## src/rtl/alu8_pkg.sv

```systemverilog
package alu8_pkg;
  localparam int FLAG_W = 6;
  localparam int FC = 0;
  localparam int FZ = 1;
  localparam int FN = 2;
  localparam int FV = 3;
  localparam int FS = 4;
  localparam int FH = 5;

  typedef enum logic [4:0] {
    OP_ADD  = 5'd0,
    OP_ADC  = 5'd1,
    OP_SUB  = 5'd2,
    OP_SBC  = 5'd3,
    OP_AND  = 5'd4,
    OP_OR   = 5'd5,
    OP_XOR  = 5'd6,
    OP_COM  = 5'd7,
    OP_NEG  = 5'd8,
    OP_INC  = 5'd9,
    OP_DEC  = 5'd10,
    OP_LSL  = 5'd11,
    OP_LSR  = 5'd12,
    OP_ROL  = 5'd13,
    OP_ROR  = 5'd14,
    OP_ASR  = 5'd15,
    OP_SWAP = 5'd16
  } alu_op_e;

  // mask layout {H,S,V,N,Z,C}
  function automatic logic [FLAG_W-1:0] flag_mask(input logic [4:0] op);
    case (op)
      OP_ADD, OP_ADC, OP_SUB, OP_SBC, OP_NEG:  flag_mask = 6'b111111;
      OP_AND, OP_OR, OP_XOR, OP_INC, OP_DEC:   flag_mask = 6'b011110;
      OP_COM, OP_LSL, OP_LSR, OP_ROL, OP_ROR,
      OP_ASR:                                  flag_mask = 6'b011111;
      default:                                 flag_mask = 6'b000000;
    endcase
  endfunction

  function automatic logic is_arith(input logic [4:0] op);
    is_arith = (op == OP_ADD) || (op == OP_ADC) || (op == OP_SUB) ||
               (op == OP_SBC) || (op == OP_NEG) || (op == OP_INC) ||
               (op == OP_DEC);
  endfunction

  function automatic logic is_shift(input logic [4:0] op);
    is_shift = (op >= OP_LSL) && (op <= OP_ASR);
  endfunction

  function automatic logic is_bitwise(input logic [4:0] op);
    is_bitwise = (op == OP_AND) || (op == OP_OR) || (op == OP_XOR) ||
                 (op == OP_COM) || (op == OP_SWAP);
  endfunction
endpackage

```

## src/rtl/alu8_addsub.sv

```systemverilog
module alu8_addsub
  import alu8_pkg::*;
#(
  parameter int W = 8
) (
  input  logic [4:0]   op,
  input  logic [W-1:0] a,
  input  logic [W-1:0] b,
  input  logic         cin,
  output logic [W-1:0] res,
  output logic         h,
  output logic         v,
  output logic         c
);
  localparam int NB = W / 2;

  logic [W-1:0] x, y;
  logic         k, sub;
  logic [W:0]   wide;
  logic [NB:0]  nib;

  // operand steering: every arithmetic op is x +/- y +/- k
  always_comb begin
    x   = a;
    y   = b;
    k   = 1'b0;
    sub = 1'b0;
    case (op)
      OP_ADC: k = cin;
      OP_SUB: sub = 1'b1;
      OP_SBC: begin sub = 1'b1; k = cin; end
      OP_NEG: begin x = '0; y = a; sub = 1'b1; end
      OP_INC: y = W'(1);
      OP_DEC: begin y = W'(1); sub = 1'b1; end
      default: ;
    endcase
  end

  always_comb begin
    if (sub) begin
      wide = {1'b0, x} - {1'b0, y} - {{W{1'b0}}, k};
      nib  = {1'b0, x[NB-1:0]} - {1'b0, y[NB-1:0]} - {{NB{1'b0}}, k};
    end else begin
      wide = {1'b0, x} + {1'b0, y} + {{W{1'b0}}, k};
      nib  = {1'b0, x[NB-1:0]} + {1'b0, y[NB-1:0]} + {{NB{1'b0}}, k};
    end
  end

  assign res = wide[W-1:0];
  assign c   = wide[W];
  assign h   = nib[NB];
  assign v   = sub ? ((x[W-1] != y[W-1]) && (res[W-1] != x[W-1]))
                   : ((x[W-1] == y[W-1]) && (res[W-1] != x[W-1]));
endmodule

```

## src/rtl/alu8_bitwise.sv

```systemverilog
module alu8_bitwise
  import alu8_pkg::*;
#(
  parameter int W = 8
) (
  input  logic [4:0]   op,
  input  logic [W-1:0] a,
  input  logic [W-1:0] b,
  output logic [W-1:0] res
);
  localparam int NB = W / 2;

  always_comb begin
    case (op)
      OP_AND:  res = a & b;
      OP_OR:   res = a | b;
      OP_XOR:  res = a ^ b;
      OP_COM:  res = ~a;
      OP_SWAP: res = {a[NB-1:0], a[W-1:NB]};
      default: res = '0;
    endcase
  end
endmodule

```

## src/rtl/alu8_shifter.sv

```systemverilog
module alu8_shifter
  import alu8_pkg::*;
#(
  parameter int W = 8
) (
  input  logic [4:0]   op,
  input  logic [W-1:0] a,
  input  logic         cin,
  output logic [W-1:0] res,
  output logic         c
);
  always_comb begin
    res = a;
    c   = 1'b0;
    case (op)
      OP_LSL: begin res = {a[W-2:0], 1'b0};     c = a[W-1]; end
      OP_LSR: begin res = {1'b0, a[W-1:1]};     c = a[0];   end
      OP_ROL: begin res = {a[W-2:0], cin};      c = a[W-1]; end
      OP_ROR: begin res = {cin, a[W-1:1]};      c = a[0];   end
      OP_ASR: begin res = {a[W-1], a[W-1:1]};   c = a[0];   end
      default: ;
    endcase
  end
endmodule

```

## src/rtl/alu8_flag_unit.sv

```systemverilog
module alu8_flag_unit
  import alu8_pkg::*;
#(
  parameter int W = 8
) (
  input  logic              clk,
  input  logic              rst,
  input  logic [4:0]        op_i,
  input  logic [W-1:0]      a_i,
  input  logic [W-1:0]      b_i,
  input  logic [FLAG_W-1:0] flags_i,
  output logic [W-1:0]      res_o,
  output logic [FLAG_W-1:0] flags_o,
  output logic [FLAG_W-1:0] fmask_o
);
  logic [W-1:0]      as_res, bw_res, sh_res, res_d;
  logic              as_h, as_v, as_c, sh_c;
  logic              n_d, z_d, v_d, c_d, s_d;
  logic [FLAG_W-1:0] new_f, mask_d, merged_d;
  logic              live_q;

  alu8_addsub #(.W(W)) u_addsub (
    .op(op_i), .a(a_i), .b(b_i), .cin(flags_i[FC]),
    .res(as_res), .h(as_h), .v(as_v), .c(as_c)
  );

  alu8_bitwise #(.W(W)) u_bitwise (
    .op(op_i), .a(a_i), .b(b_i), .res(bw_res)
  );

  alu8_shifter #(.W(W)) u_shifter (
    .op(op_i), .a(a_i), .cin(flags_i[FC]), .res(sh_res), .c(sh_c)
  );

  always_comb begin
    if (is_arith(op_i))        res_d = as_res;
    else if (is_shift(op_i))   res_d = sh_res;
    else if (is_bitwise(op_i)) res_d = bw_res;
    else                       res_d = '0;
  end

  always_comb begin
    n_d = res_d[W-1];
    z_d = (res_d == '0) && ((op_i != OP_SBC) || flags_i[FZ]);
    if (is_arith(op_i))      begin v_d = as_v;       c_d = as_c; end
    else if (is_shift(op_i)) begin v_d = n_d ^ sh_c; c_d = sh_c; end
    else                     begin v_d = 1'b0;       c_d = 1'b1; end
    s_d      = n_d ^ v_d;
    new_f    = {as_h, s_d, v_d, n_d, z_d, c_d};
    mask_d   = flag_mask(op_i);
    merged_d = (new_f & mask_d) | (flags_i & ~mask_d);
  end

  always_ff @(posedge clk) begin
    if (rst) begin
      res_o   <= '0;
      flags_o <= '0;
      fmask_o <= '0;
      live_q  <= 1'b0;
    end else begin
      res_o   <= res_d;
      flags_o <= merged_d;
      fmask_o <= mask_d;
      live_q  <= 1'b1;
    end
  end

  // unwritten flags carry last cycle's incoming status
  p_kept_flags_r11: assert property (@(posedge clk) disable iff (rst)
    live_q |-> ((flags_o & ~fmask_o) == ($past(flags_i) & ~fmask_o)));

  // sign flag consistent with N and V when written
  p_s_matches_r12: assert property (@(posedge clk) disable iff (rst)
    (live_q && fmask_o[FS]) |-> (flags_o[FS] == (flags_o[FN] ^ flags_o[FV])));

  // nibble exchange writes no flag
  p_swap_quiet_r10: assert property (@(posedge clk) disable iff (rst)
    (live_q && ($past(op_i) == OP_SWAP)) |-> (fmask_o == '0));

  // complement forces carry set and overflow clear
  p_com_forces_r6: assert property (@(posedge clk) disable iff (rst)
    (live_q && ($past(op_i) == OP_COM)) |-> (flags_o[FC] && !flags_o[FV]));

  // a nonzero subtract-with-carry result always clears Z
  p_sbc_zchain_r4: assert property (@(posedge clk) disable iff (rst)
    (live_q && ($past(op_i) == OP_SBC) && (res_o != '0)) |-> !flags_o[FZ]);

  // negate carry tracks a nonzero result
  p_neg_carry_r7: assert property (@(posedge clk) disable iff (rst)
    (live_q && ($past(op_i) == OP_NEG)) |-> (flags_o[FC] == (res_o != '0)));
endmodule

```

## config.mk

```make
export PLATFORM = sky130hd
export DESIGN_NAME = alu8_flag_unit
export DESIGN_NICKNAME = d
export VERILOG_FILES = /design/src/rtl/alu8_pkg.sv /design/src/rtl/alu8_addsub.sv /design/src/rtl/alu8_bitwise.sv /design/src/rtl/alu8_shifter.sv /design/src/rtl/alu8_flag_unit.sv
export SDC_FILE = /design/constraint.sdc
export NUM_CORES = 1
export LEC_CHECK = 0
export ABC_AREA = 1
export CAP_MARGIN = 30
export CORE_ASPECT_RATIO = 1.1
export CORE_UTILIZATION = 37
export CTS_CLUSTER_SIZE = 14
export DETAILED_ROUTE_END_ITERATION = 16
export DONT_BUFFER_PORTS = 1
export GPL_TIMING_DRIVEN = 0
export PLACE_DENSITY = 0.65
export SKIP_CTS_REPAIR_TIMING = 1
export SLEW_MARGIN = 5
export SYNTH_ARGS = -nofsm -noshare
export SYNTH_HDL_FRONTEND = slang
export SYNTH_SLANG_ARGS = --single-unit
```

## constraint.sdc

```tcl
create_clock -name clk -period 3.66 [get_ports clk]
set_input_delay 0.732 -clock clk [delete_from_list [all_inputs] [get_ports clk]]
set_output_delay 0.732 -clock clk [all_outputs]
set_load 0.005 [all_outputs]
```

### After elaboration in Yosys (flattened, before gate mapping)

Memories as Yosys holds them, arrays and structs flattened.
Index checks and enable logic that the tools add are counted.

* output and inout port bits: 20
* bits of input ports: 29
* RAM bits: 0
* bits in read-only memories: 32
* flip-flop bits (word level): 20
* memories kept: 1
* latch bits: 0
* logic and storage cells: 84

Memories
* (name not given): words 16, bits a word 2, read ports 1, clocked after Yosys merged registers in 0, write ports 0, RTL line alu8_pkg.sv:32 `case (op)`

* reduce and logical (&&, ||, !) cells: 22
* div/mod/pow operators: 0
* shift operators: 0
* $add $sub $neg: 8
* bitwise gates (word level): 10
* multiply operators: 0
* equality and inequality tests: 20
* mux-type cells: 18
* order comparisons: 2

Operators with widths (count)
* 8-bit one-hot mux with 5 select lines: 2
* 5-bit by 4-bit == test with 1-bit output, second input constant: 8
* 8-bit 2-to-1 mux: 4
* 5-bit by 3-bit == test with 1-bit output, second input constant: 4
* 8-bit one-hot mux with 2 select lines: 1
* 6-bit AND: 2
* 1-bit logical OR: 11
* 5-bit by 2-bit == test with 1-bit output, second input constant: 2
* 8-bit by 8-bit adder with 9-bit output: 1
* 9-bit by 1-bit adder with 9-bit output: 1
* 9-bit 2-to-1 mux: 1
* 8-bit by 8-bit subtractor with 9-bit output: 1
* 9-bit by 1-bit subtractor with 9-bit output: 1
* 8-bit AND: 1
* 8-bit logical NOT: 1
* 8-bit NOT: 1
* 8-bit bitwise OR: 1
* 8-bit bitwise XOR: 1
* 1-bit 2-to-1 mux: 7
* 6-bit 2-to-1 mux: 1
* 6-bit NOT: 1
* 6-bit bitwise OR: 1
* 2-bit OR reduction: 3
* 4-bit by 4-bit adder with 5-bit output: 1
* 17 further kinds: 22

### Depth between registers and ports, before layout

* word-level depth: 14
* depth in mapped cells: 27
* mapped depth without buffers: 25

### Cells and area by module

A second synthesis with hierarchy kept.

* cells, all modules: 549
* area total of the unflattened synthesis: 3208.1 µm²

By module, submodules not included
* alu8_addsub: area an instance 1168.6 µm², seq. area each 0.0 µm², times used 1, cells an instance 195
* alu8_flag_unit: area an instance 1019.7 µm², seq. area each 340.3 µm², times used 1, cells an instance 156
* alu8_bitwise: area an instance 708.2 µm², seq. area each 0.0 µm², times used 1, cells an instance 131
* alu8_shifter: area an instance 311.5 µm², seq. area each 0.0 µm², times used 1, cells an instance 67

### Worst setup path after synthesis

Ideal clock, no wire load.

* kind: input-to-reg
* start: in op_i[0]
* end: reg flags_o[3]
* slack: -153 ps
* stages: 26
* data required time: 3532 ps
* arrival: 3685 ps
* setup time: 128 ps
* buffers on the path: 2
* cells stage by stage: inv_1 ha_1 inv_1 nor2_2 nand2_4 buf_4 inv_1 buf_2 nor2_1 inv_1 o22ai_1 ha_1 ha_1 inv_1 o21ai_0 a21oi_1 nand2_1 nand2_1 nand3_1 nand2_1 nand2_1 nand2_2 nand2_1 nand3_2 a21oi_1 nor2_1

* cells in the longest elaborated chain, start to end: 13
* elaborated cells between the ends (all ways): 61
* those cells by class: 4 x add/sub; 2 x order compare; 19 x eq/ne; 14 x mux; 3 x bitwise; 19 x reduce/logical

RTL lines
* from (decl): RTL line alu8_flag_unit.sv:8 `input logic [4:0] op_i,`
* parallel branches: the longest is 10 deep, another holds 8-bit by 8-bit adder with 9-bit output
* 1-bit 2-to-1 mux *: RTL line alu8_flag_unit.sv:45 `if (is_arith(op_i)) begin v_d = as_v; c_d = as_c; end`
* 6-bit AND *: RTL line alu8_flag_unit.sv:51 `merged_d = (new_f & mask_d) | (flags_i & ~mask_d);`
* 6-bit bitwise OR *: RTL line alu8_flag_unit.sv:51
* to (signal assigned): RTL line alu8_flag_unit.sv:62 `flags_o <= merged_d;`
* to (decl): RTL line alu8_flag_unit.sv:13 `output logic [FLAG_W-1:0] flags_o,`

Mark *: on every way between the ends.
A chain may end at the register's enable or synchronous reset.

### Final worst setup path

* start: in op_i[1]
* end: reg flags_o[3]

The elaborated chain is that of the path after synthesis.

==> impl_metrics.ini <==
[status]
outcome = finished, violations left
violations = design-rule violations

[clock_tree]
clockBufferDepth = 2
cts_buffers = 3
cts_tree = yes
clock_sinks = 17
clock_tree.root_cell = clkbuf_8
cts_max_level = 1
cts.clk_slew.worst_paths_ns = 0.06

[job]
maxCapViolations = 0

[timing]
drv_slew = 0
setup_viol = 0
holdWs_ns = 0.553
clock.fmax_mhz = 290
rsz0062_at_grt = false
setup-tns-final_ns = 0
slew_headroom_pct = 68.3
fin_crit_sh_pct = 94.2
hold_viol = 0
worst_pin_slew_ns = 0.476
fin_crit_ns = 3.45

[worst_hold_path]
hold_depth = 1
hold_start = rst
min_path_type = in -> reg
min_to = fmask_o[4]

[grt]
grt_overflow = 0
grt_max_degree = 11
use_met3_pct = 2.65
use_met2_pct = 37.0
grt_antenna_before_repair = 0
grtUsageTotal_pct = 20.4
top_usage_layer = met2
grt_pass1_vias = 2722
met1_usage_pct = 24.7
grt_pass1_wl_um = 12800

[finish]
syn_to_final_growth_pct = 15.4
nNetsFinal = 535
n_antenna_cell = 0
multi_input_area_um2 = 2270
finish.utilization_pct = 45.2
stdcell_count = 547
final_common_cell = nand2_1
layout_common_cells = nand2_1 (94), inv_1 (65), nor2_1 (46)
fillers = 746
drive_gt1_share_pct = 19.7
register_area_um2 = 340

[synthesis]
synth_cell_types = 42
synth_ff_type = dfxtp_1
ys_seq_area_share_pct = 12.1
avgSynthCellArea_um2 = 6.25
syn-cell-area_um2 = 2810
synth_edf_count = 0
syn_inst = 449
yosysWarnings = 0
syn_nets = 521
ys_ff_latch = 17
ys_async_sr_fraction_pct = 0

[setup_path]
crit_path_max_fanout = 7
startpoint_type = input port
required_ns = 3.79
worstSetupPathType = in -> reg
endpoint_kind = register
worstPathArrival_ns = 3.57

[place]
io_buffer_count = 0
place_inst = 534
globalplace.congestion = 0.925
dp_hpwl_um = 6520

[route]
ant_nets = 0
routed_wl_um = 8100
drt_iter0_drc = 145
drc = 1
viasPerCell = 5.39
via_count = 2947
firstDrtPassIters = 11
wl_per_cell_um = 14.8

[floorplan]
start_util_pct = 39.1
die_area_um2 = 7930
chipHeight_um = 93.3
dieWidth_um = 85.0
design.core.area_um2 = 7170
io_pins = 49
rows = 32

[power]
p_per_area_nw_per_um2 = 239
leakage_uw = 0.00167
peakVddDrop_mv = 0.125
## Yosys cell counts, drive strengths merged (2+ instances only)
cell type | number | area, um^2
o211ai | 6 | 45.0
dfxtp | 17 | 340
o22ai | 17 | 113
nand2 | 108 | 453
xor2 | 3 | 26.3
o21bai | 4 | 30.0
o21ai | 22 | 110
o2bb2ai | 2 | 17.5
nand4 | 6 | 37.5
nor2 | 55 | 263
a21oi | 27 | 139
buf | 8 | 58.8
ha | 39 | 488
clkinv | 2 | 12.5
inv | 82 | 310
nand3 | 37 | 213
fa | 4 | 80.1
## registers in the layout, indices dropped and copies added, names as in the netlist
register,flops
res_o,8
flags_o,6
fmask_o,3
## critical path: stages
cell and delay (ns):
clkinvlp_4 0.07, ha_4 0.14, inv_2 0.05, nor2_4 0.14, nand2_4 0.08, buf_8 0.13, inv_2 0.05, buf_6 0.10
nor2_1 0.05, inv_2 0.17, o22ai_2 0.12, ha_2 0.42, ha_4 0.24, nand2_1 0.09, inv_1 0.05, a21oi_2 0.14
nand3_1 0.09, nand3_1 0.10, nand2_1 0.09, nand2_1 0.10, nand2_2 0.08, nand2_1 0.07, nand3_2 0.08, a21oi_1 0.14
nor2_1 0.05
## power breakdown
group / switching [uW] / total [uW] / internal, uW
combinational: 263 / 426 / 163
sequential: 8.07 / 210 / 202
clock: 59.5 / 137 / 77.2
total: 331 / 773 / 442
## worst max-delay path by stage
| stage | from | endpoint | slack (ns) | depth (start not counted) |
|---|---|---|---|---|
| finish | op_i[1] | flags_o[3] | 0.21 | 25 |
| global route | op_i[1] | flags_o[3] | 0.002 | 26 |
| CTS | op_i[1] | flags_o[1] | -0.30 | 24 |
| detailed placement | op_i[1] | flags_o[1] | -0.54 | 24 |
| global placement | op_i[0] | flags_o[1] | -0.49 | 24 |
| floorplan | op_i[0] | flags_o[3] | 0.01 | 26 |
## layer usage
metal  up-vias  wire [um]
li1       1478          -
met2        76       4010
met3        15        385
met1      1378       3480
met5         -          0
met4         0        223
## kinds of logic (layout without fill, tap and decap cells)
| family | after synthesis | in the layout | share of synthesized area [%] |
|---|---|---|---|
| AO/OA/AOI/OAI | 84 | 84 | 17.8 |
| flip-flops | 17 | 17 | 12.1 |
| buffers and inverters | 93 | 106 | 13.7 |
| XOR/XNOR | 3 | 3 | 0.937 |
| AND/OR/NAND/NOR | 209 | 209 | 35.1 |
| adder cells (fa/ha/maj) | 43 | 43 | 20.2 |
## per-stage QoR
step	instance area, um^2	setup WS [ns]	power (uW)
6_report	3240	0.214	773
5_1_grt	3240	0.00201	846
4_1_cts	3010	-0.299	727
3_5_place_dp	2970	-0.541	591
3_3_place_gp	2970	-0.492	584
2_1_floorplan	2860	0.00981	511
## area by class of cell
| cell class | instances | share of cell area [%] |
|---|---|---|
| multi-input cells | 339 | 70.2 |
| repair buffers | 9 | 2.09 |
| plain buffers | 9 | 2.36 |
| flip-flops and latches | 17 | 10.5 |
| clock buffers | 4 | 1.39 |
| well taps | 85 | 3.28 |
| inverters | 84 | 10.2 |
Note: power is estimated with default switching activity, not from simulation.
